[config.mk]
export PLATFORM = sky130hd
export DESIGN_NAME = cep_responder
export DESIGN_NICKNAME = d
export VERILOG_FILES = /design/src/rtl/cep_pkg.sv /design/src/rtl/cep_counter.sv /design/src/rtl/cep_policy.sv /design/src/rtl/cep_status.sv /design/src/rtl/cep_responder.sv
export SDC_FILE = /design/constraint.sdc
export NUM_CORES = 1
export LEC_CHECK = 0
export BUFFER_PORTS_ARGS = -buffer_cell sky130_fd_sc_hd__buf_2
export CAP_MARGIN = 20
export CORE_MARGIN = 10
export CORE_UTILIZATION = 50
export DETAILED_ROUTE_END_ITERATION = 7
export PLACE_DENSITY_LB_ADDON = 0.12
export RECOVER_POWER = 50
export SKIP_LAST_GASP = 1
export SLEW_MARGIN = 25
export SYNTH_ARGS = -nofsm -noshare
export SYNTH_HDL_FRONTEND = slang
export SYNTH_SLANG_ARGS = --single-unit
[constraint.sdc]
create_clock -name clk -period 4.1 [get_ports clk]
set_clock_uncertainty 0.2 [all_clocks]
set_input_delay 0.41 -clock clk [delete_from_list [all_inputs] [get_ports clk]]
set_output_delay 0.41 -clock clk [all_outputs]
set_load 0.02 [all_outputs]
[src/rtl/cep_pkg.sv]
package cep_pkg;
  typedef enum logic [1:0] {TK_NONE = 2'd0, TK_OUT = 2'd1, TK_IN = 2'd2, TK_SETUP = 2'd3} tok_e;
  typedef enum logic [1:0] {RP_NONE = 2'd0, RP_ACK = 2'd1, RP_NAK = 2'd2, RP_STALL = 2'd3} rep_e;

  typedef struct packed {
    logic stall;
    logic stat_only;
    logic acc_out;
  } ctl_t;

  typedef struct packed {
    logic fifo;
    logic tgl;
    logic cnt;
    logic irq;
    rep_e rep;
  } act_t;
endpackage

[src/rtl/cep_counter.sv]
module cep_counter #(
  parameter int CNT_W     = 4,
  parameter int MAX_TOTAL = 10
) (
  input  logic             clk,
  input  logic             rst,
  input  logic             clr,
  input  logic             stb,
  output logic [CNT_W-1:0] cnt,
  output logic             over
);
  localparam logic [CNT_W-1:0] SAT = '1;

  always_ff @(posedge clk) begin
    if (rst || clr) cnt <= '0;
    else if (stb && cnt != SAT) cnt <= cnt + 1'b1;
  end

  assign over = cnt > CNT_W'(MAX_TOTAL);


  sat_chk: assert property (@(posedge clk) disable iff (rst)
    (stb && !clr && cnt == SAT) |=> cnt == SAT);
endmodule

[src/rtl/cep_policy.sv]
module cep_policy
  import cep_pkg::*;
(
  input  logic is_setup,
  input  ctl_t ctl,
  input  logic good,
  input  logic status_ok,
  output act_t act
);
  always_comb begin
    act = '0;
    act.rep = RP_NONE;
    if (is_setup || (!ctl.stall && !ctl.stat_only && ctl.acc_out)) begin
      act.fifo = 1'b1;
      act.tgl  = 1'b1;
      act.cnt  = 1'b1;
      act.irq  = 1'b1;
      act.rep  = good ? RP_ACK : RP_NONE;
    end else if (ctl.stall) begin
      act.rep = good ? RP_STALL : RP_NONE;
    end else if (ctl.stat_only) begin
      act.tgl = 1'b1;
      if (good) begin
        act.cnt = 1'b1;
        act.irq = 1'b1;
        act.rep = status_ok ? RP_ACK : RP_STALL;
      end
    end else begin
      act.rep = good ? RP_NAK : RP_NONE;
    end
  end
endmodule

[src/rtl/cep_status.sv]
module cep_status
  import cep_pkg::*;
#(
  parameter int CNT_W = 4
) (
  input  logic             clk,
  input  logic             rst,
  input  logic             cpu_wr,
  input  logic             setup_busy,
  input  logic             tok_stb,
  input  logic [1:0]       tok_kind,
  input  logic             upd_tgl,
  input  logic             tgl_val,
  input  logic             upd_cnt,
  input  logic [CNT_W-1:0] cnt_val,
  output logic [CNT_W+3:0] stat
);
  logic [CNT_W+3:0] nxt;

  always_comb begin
    nxt = stat;
    if (cpu_wr) begin
      nxt = '0;
      nxt[3] = stat[3];
      if (setup_busy) nxt[0] = stat[0];
    end
    if (tok_stb) begin
      if (tok_kind == TK_SETUP) nxt[0] = 1'b1;
      nxt[1] = (tok_kind == TK_OUT);
      nxt[2] = (tok_kind == TK_IN);
    end
    if (upd_tgl) nxt[3] = tgl_val;
    if (upd_cnt) nxt[CNT_W+3:4] = cnt_val;
  end

  always_ff @(posedge clk) begin
    if (rst) stat <= '0;
    else     stat <= nxt;
  end


  keep_setup_chk: assert property (@(posedge clk) disable iff (rst)
    (cpu_wr && setup_busy && stat[0]) |=> stat[0]);

  cpu_clear_chk: assert property (@(posedge clk) disable iff (rst)
    (cpu_wr && !setup_busy && !tok_stb && !upd_cnt) |=> (stat[CNT_W+3:4] == '0 && stat[2:0] == 3'b000));
endmodule

[src/rtl/cep_responder.sv]
module cep_responder
  import cep_pkg::*;
#(
  parameter int DEPTH     = 8,
  parameter int CRC_BYTES = 2,
  parameter int CNT_W     = 4,
  parameter int ADDR_W    = $clog2(DEPTH)
) (
  input  logic              clk,
  input  logic              rst,
  input  logic              tok_stb,
  input  logic [1:0]        tok_kind,
  input  logic              rx_byte_stb,
  input  logic [7:0]        rx_byte,
  input  logic              rx_end,
  input  logic              rx_bad,
  input  logic              rx_pid_tgl,
  input  logic              ctl_stall,
  input  logic              ctl_status_only,
  input  logic              ctl_accept_out,
  input  logic              cpu_stat_wr,
  input  logic              cpu_fifo_req,
  output logic              fifo_we,
  output logic [ADDR_W-1:0] fifo_addr,
  output logic [7:0]        fifo_wdata,
  output logic [1:0]        reply,
  output logic              tgl_upd,
  output logic              cnt_upd,
  output logic              irq,
  output logic              rx_invalid,
  output logic              ctl_clear,
  output logic              cpu_fifo_we,
  output logic [CNT_W+3:0]  stat
);
  localparam int MAX_TOTAL = DEPTH + CRC_BYTES;

  logic             in_data, cur_setup;
  ctl_t             ctl_q;
  logic [CNT_W-1:0] cnt;
  logic             over, good, status_ok, end_now, tok_data;
  act_t             act;

  assign tok_data = tok_stb && (tok_kind == TK_SETUP || tok_kind == TK_OUT);
  assign end_now  = rx_end && in_data;

  always_ff @(posedge clk) begin
    if (rst) begin
      in_data   <= 1'b0;
      cur_setup <= 1'b0;
      ctl_q     <= '0;
    end else if (tok_data) begin
      in_data   <= 1'b1;
      cur_setup <= (tok_kind == TK_SETUP);
      ctl_q     <= '{stall: ctl_stall, stat_only: ctl_status_only, acc_out: ctl_accept_out};
    end else if (end_now) begin
      in_data   <= 1'b0;
    end
  end

  cep_counter #(.CNT_W(CNT_W), .MAX_TOTAL(MAX_TOTAL)) u_cnt (
    .clk(clk), .rst(rst), .clr(tok_data), .stb(rx_byte_stb && in_data),
    .cnt(cnt), .over(over)
  );

  assign good      = !rx_bad && !over;
  assign status_ok = rx_pid_tgl && (cnt == CNT_W'(CRC_BYTES));

  cep_policy u_pol (
    .is_setup(cur_setup), .ctl(ctl_q), .good(good), .status_ok(status_ok), .act(act)
  );

  always_ff @(posedge clk) begin
    if (rst) begin
      fifo_we    <= 1'b0;
      fifo_addr  <= '0;
      fifo_wdata <= '0;
      reply      <= RP_NONE;
      tgl_upd    <= 1'b0;
      cnt_upd    <= 1'b0;
      irq        <= 1'b0;
      rx_invalid <= 1'b0;
      ctl_clear  <= 1'b0;
    end else begin
      fifo_we    <= rx_byte_stb && in_data && act.fifo && (cnt < CNT_W'(DEPTH));
      fifo_addr  <= cnt[ADDR_W-1:0];
      fifo_wdata <= rx_byte;
      reply      <= end_now ? act.rep : RP_NONE;
      tgl_upd    <= end_now && act.tgl;
      cnt_upd    <= end_now && act.cnt;
      irq        <= end_now && act.irq;
      if (end_now) rx_invalid <= !good;
      ctl_clear  <= tok_stb && (tok_kind == TK_SETUP);
    end
  end

  cep_status #(.CNT_W(CNT_W)) u_stat (
    .clk(clk), .rst(rst), .cpu_wr(cpu_stat_wr), .setup_busy(in_data && cur_setup),
    .tok_stb(tok_stb), .tok_kind(tok_kind),
    .upd_tgl(end_now && act.tgl), .tgl_val(rx_pid_tgl),
    .upd_cnt(end_now && act.cnt), .cnt_val(cnt), .stat(stat)
  );

  assign cpu_fifo_we = cpu_fifo_req && !stat[0];


  nak_quiet_chk: assert property (@(posedge clk) disable iff (rst)
    (reply == RP_NAK) |-> (!irq && !cnt_upd && !tgl_upd && !fifo_we));

  cnt_with_tgl_chk: assert property (@(posedge clk) disable iff (rst)
    cnt_upd |-> tgl_upd);

  irq_after_end_chk: assert property (@(posedge clk) disable iff (rst)
    irq |-> $past(rx_end));
endmodule

-- After elaboration in Yosys (flattened, before gate mapping)
Cells that the tools add are included.
- $add $sub $neg: 1
- $lt $le $gt $ge: 2
- equality and inequality tests: 5
- muxes and demuxes: 19
- bitwise gates (word level): 1
- reduce and logical (&&, ||, !) cells: 29
- operators with widths (kind ; count):
    $logic_and 1x1->1 ; 16
    $mux 2 ; 5
    $mux 3 ; 3
    $mux 4 ; 2
    $mux 8 ; 1
    $mux 1 ; 7
    $logic_not 1->1 ; 6
    $reduce_bool 2->1 ; 3
    $mux 5 ; 1
    $add 4x1->4 const B ; 1
    $eq 2x2->1 const B ; 2
    $eq 4x2->1 const B ; 1
    $gt 4x4->1 const B ; 1
    $lt 4x4->1 const B ; 1
    $ne 4x4->1 const B ; 1
    $logic_or 1x1->1 ; 3
    $eq 2x1->1 const B ; 1
    $reduce_or 2->1 ; 1
    $not 1->1 ; 1
- register bits after elaboration: 36
- bits of input ports: 22
- output and inout port bits: 28
- word-level logic and storage cells: 76

-- Depth between registers and ports, before layout
- depth after elaboration: 9
- depth in mapped cells: 5
- depth with buffers taken out: 4

-- Hierarchy
A second synthesis with hierarchy kept.
- cells, all modules: 142
- area, all modules: 1455.1 um^2
- modules (own cells, without submodules) (module ; instances ; cells each ; area each (um^2) ; sequential area each (um^2)):
    cep_responder ; 1 ; 74 ; 835.8 ; 480.5
    cep_status ; 1 ; 33 ; 316.6 ; 160.2
    cep_counter ; 1 ; 24 ; 225.2 ; 80.1
    cep_policy ; 1 ; 11 ; 77.6 ; 0.0

-- Least setup slack after synthesis
No wires, ideal clock.
- path type: reg2reg
- from: reg cur_setup
- to: reg u_stat.stat[4]
- library setup time: 0.117 ns
- arrival: 1.228 ns
- required time: 3.783 ns
- path slack: 2.555 ns
- stages on the path, launching flop included: 5
- path buffers: 0
- period minus slack after synthesis: 1.545 ns
- cells stage by stage: dfxtp_1 inv_1 a211o_1 o21a_2 a22o_1
- longest elaborated chain between the ends: 4
- elaborated cells between the ends (all ways): 5
- classes of those cells: mux (2); reduce/logical (3)
- RTL lines (what ; RTL line ; text):
    start, declared ; cep_responder.sv:37 ; logic in_data, cur_setup;
    start signal, assigned ; cep_responder.sv:53 ; cur_setup <= (tok_kind == TK_SETUP);
    $logic_or 1x1->1 (*) ; cep_policy.sv:13 ; if (is_setup || (!ctl.stall && !ctl.stat_only && ctl.acc_out)) begin
    $mux 5 (*) ; cep_policy.sv:13 ;
    $logic_and 1x1->1 (*) ; cep_responder.sv:100 ; .upd_cnt(end_now && act.cnt), .cnt_val(cnt), .stat(stat)
    $mux 4 / $reduce_bool 2->1 (equally long branches) ; n/a ;
    end signal, assigned ; cep_status.sv:38 ; else stat <= nxt;
    end, declared ; cep_status.sv:16 ; output logic [CNT_W+3:0] stat
Mark *: on every way between the ends. The rest lies on a longest branch, timed or not.
A chain may end at the register's enable or synchronous reset.

==> impl_metrics.json <==
{
  "status": "finished, final reports clean",
  "drt-initial-drc-count": 84,
  "p_clk_share_pct": 42.2,
  "drt_wl_total_mm": 2.88,
  "cp_data_arrival_time_ps": 1790,
  "period_share_pct": 43.2,
  "fp.dieH_um": 70.1,
  "areaGrowthSynthToFinish_pct": 27.2,
  "vias": 1055,
  "ys_warn_count": 0,
  "internal_power_mw": 0.563,
  "grtUsageMet2_pct": 19.3,
  "post_cts_resize_count": 0,
  "first_global_vias": 1073,
  "io_buffers": 49,
  "top_usage_layer": "met2",
  "period_minus_slack_ps": 1770,
  "grtUsageMet3_pct": 4.80,
  "async_flop_share_pct": 0,
  "crit_fanout": 28,
  "grt_max_degree": 29,
  "ant_nets": 0,
  "hold_viol_final": 0,
  "rsz0062_at_grt": "no",
  "htree_num_levels": 2,
  "die-width_um": 70.1,
  "drcViolationCount": 0,
  "pwr-share-comb_pct": 7.9,
  "maxCapViolations": 0,
  "post_cts_buffers": 0,
  "grt_pass1_wl_mm": 4.66,
  "synth-seq-cells": 35,
  "ys_types": 34,
  "slew_headroom_pct": 22.8,
  "grt-ovfl-total": 0,
  "powerDensity_nw_per_um2": 447,
  "ctsHoldBuffers": 0,
  "synthFlopType": "dfxtp_1",
  "endpoint_kind": "flip-flop",
  "setup_violations": 0,
  "final_layout_size_suffix_gt1_share_pct": 29.9,
  "min-delay-path-class": "primary input to flip-flop",
  "clockBufferDepth": 2,
  "leakage_nw": 0.709,
  "met1_usage_pct": 11.7,
  "cts_tree": "done",
  "fin_tns_setup_ps": 0,
  "tightest_slew_ps": 1160,
  "initial_core_util_pct": 51.6,
  "io-pin-count": 50,
  "start_kind": "primary input",
  "n_antenna_cell": 0,
  "net-switching-power_mw": 0.151,
  "root_buffer": "clkbuf_4",
  "vias_per_cell": 5.10,
  "slew_violations": 0,
  "cts_buffers": 5,
  "path_clk_slew_ps": 110,
  "synth_area_per_cell_um2": 9.96,
  "antenna_found_initial": 0,
  "synth_edf_count": 0,
  "post-route-util_pct": 65.6,
  "clkLatencyLatePin_ps": 330,
  "rows": 18,
  "wl_per_cell_um": 13.9,
  "worstSetupPathType": "primary input to flip-flop",
  "routabilityCongestion": 0.823,
  "drt_pass1_iterations": 4,
  "synth_nets": 150,
  "syn_inst": 126,
  "syn_area_um2": 1250,
  "cts.sinks": 35,
  "grt_use_total_pct": 11.4,
  "p_sw_share_pct": 21.1,
  "dpl.hpwl_mm": 2.24,
  "ir_drop_uv": 344,
  "timing.fmax_mhz": 565,
  "seq_area_frac_synth_pct": 55.8,
  "p_seq_share_pct": 49.9,
  "core_area_um2": 2430,
  "num-nets-final": 200,
  "die-area_um2": 4910,
  "crit_required_ps": 4120
}
## area by class of cell
class                      count  area [um2]
tap                           30        37.5
multi-input combinational     80         505
clock buffer                   6        41.3
sequential                    35         701
inverter                       5        18.8
fill                         211         836
clock inverter                 2        60.1
timing repair buffer          49         233
## cell families after synthesis
logic type | Yosys count | synth area share (%)
mux | 1 | 0.798
buf+inv | 11 | 3.89
flops | 35 | 55.8
fa+ha+maj | 2 | 1.99
xor+xnor | 2 | 1.40
simple gates | 52 | 21.9
compound gates | 23 | 14.2
## placed cells by master, fill, tap and decap left out, types with 3 or more instances in the layout
| cell type | Yosys | routed |
|---|---|---|
| nor2_1 | 15 | 15 |
| a21oi_1 | 7 | 7 |
| nand3_1 | 3 | 3 |
| a22o_1 | 4 | 4 |
| a31oi_1 | 3 | 3 |
| clkbuf_4 | 0 | 5 |
| dfxtp_1 | 35 | 35 |
| clkbuf_1 | 3 | 11 |
| inv_1 | 5 | 5 |
| nor2b_1 | 10 | 10 |
| nand2_1 | 9 | 9 |
| buf_2 | 0 | 39 |
## flip-flops by register name (all words and copies together) (netlist names)
signal / count
fifo_wdata: 8
u_stat.stat: 8
u_cnt.cnt: 4
ctl_q: 3
fifo_addr: 3
reply: 2
cnt_upd: 1
ctl_clear: 1
cur_setup: 1
fifo_we: 1
in_data: 1
rx_invalid: 1
tgl_upd: 1
## synthesized netlist by cell type (all sizes together) (2+ instances only)
library cell  count  area, um2
clkbuf            3       11.3
buf               3       18.8
dfxtp            35        701
nor3b             2       15.0
xnor2             2       17.5
nor2             15       56.3
nand3             3       15.0
a2111oi           3       38.8
nor3              3       20.0
ha                2       25.0
a31oi             3       18.8
a21oi             7       35.0
nand3b            2       15.0
nor2b            10       62.6
nor4              2       12.5
a22o              4       35.0
inv               5       18.8
nand2            10       40.0
## worst max-delay path, stage by stage
cell	delay, ps
clkbuf_1	830
nor2_1	120
o21a_2	200
a22o_1	230
## power by group through the flow
stage	clock (mW)	combinational (mW)	sequential, mW
2_1_floorplan	0	0.0258	0.371
3_3_place_gp	0	0.0567	0.363
3_5_place_dp	0	0.0581	0.363
4_1_cts	0.303	0.0583	0.356
5_1_grt	0.316	0.0634	0.357
6_report	0.301	0.0565	0.356
## stage by stage
stage	setup slack (ps)	instance area (um2)	std cells	hold WS [ps]	power [mW]
floorplan	2560	1250	126	245	0.397
global placement	2390	1510	199	260	0.420
detailed placement	2350	1510	199	269	0.421
CTS	2370	1610	207	71.2	0.717
global route	2210	1600	207	71.1	0.737
finish	2330	1600	207	73.6	0.713
## layer usage
metal	vias up	routed length, um
li1	536	-
met1	476	1200
met2	38	1390
met3	5	249
met4	0	34
met5	-	0
## worst paths after layout
path                                from                     endpoint  slack, ps  depth (start not counted)
min reg2reg  u_stat.stat[6]$_SDFFE_PP0P_  u_stat.stat[6]$_SDFFE_PP0P_        290                          1
max                                  rst  u_stat.stat[7]$_SDFFE_PP0P_       2330                          4
min                           rx_byte[6]     fifo_wdata[6]$_SDFF_PP0_         70                          2
max reg2reg    u_cnt.cnt[3]$_SDFFE_PP0P_  u_stat.stat[7]$_SDFFE_PP0P_       2350                          4
(Power assumes the default switching activity.)
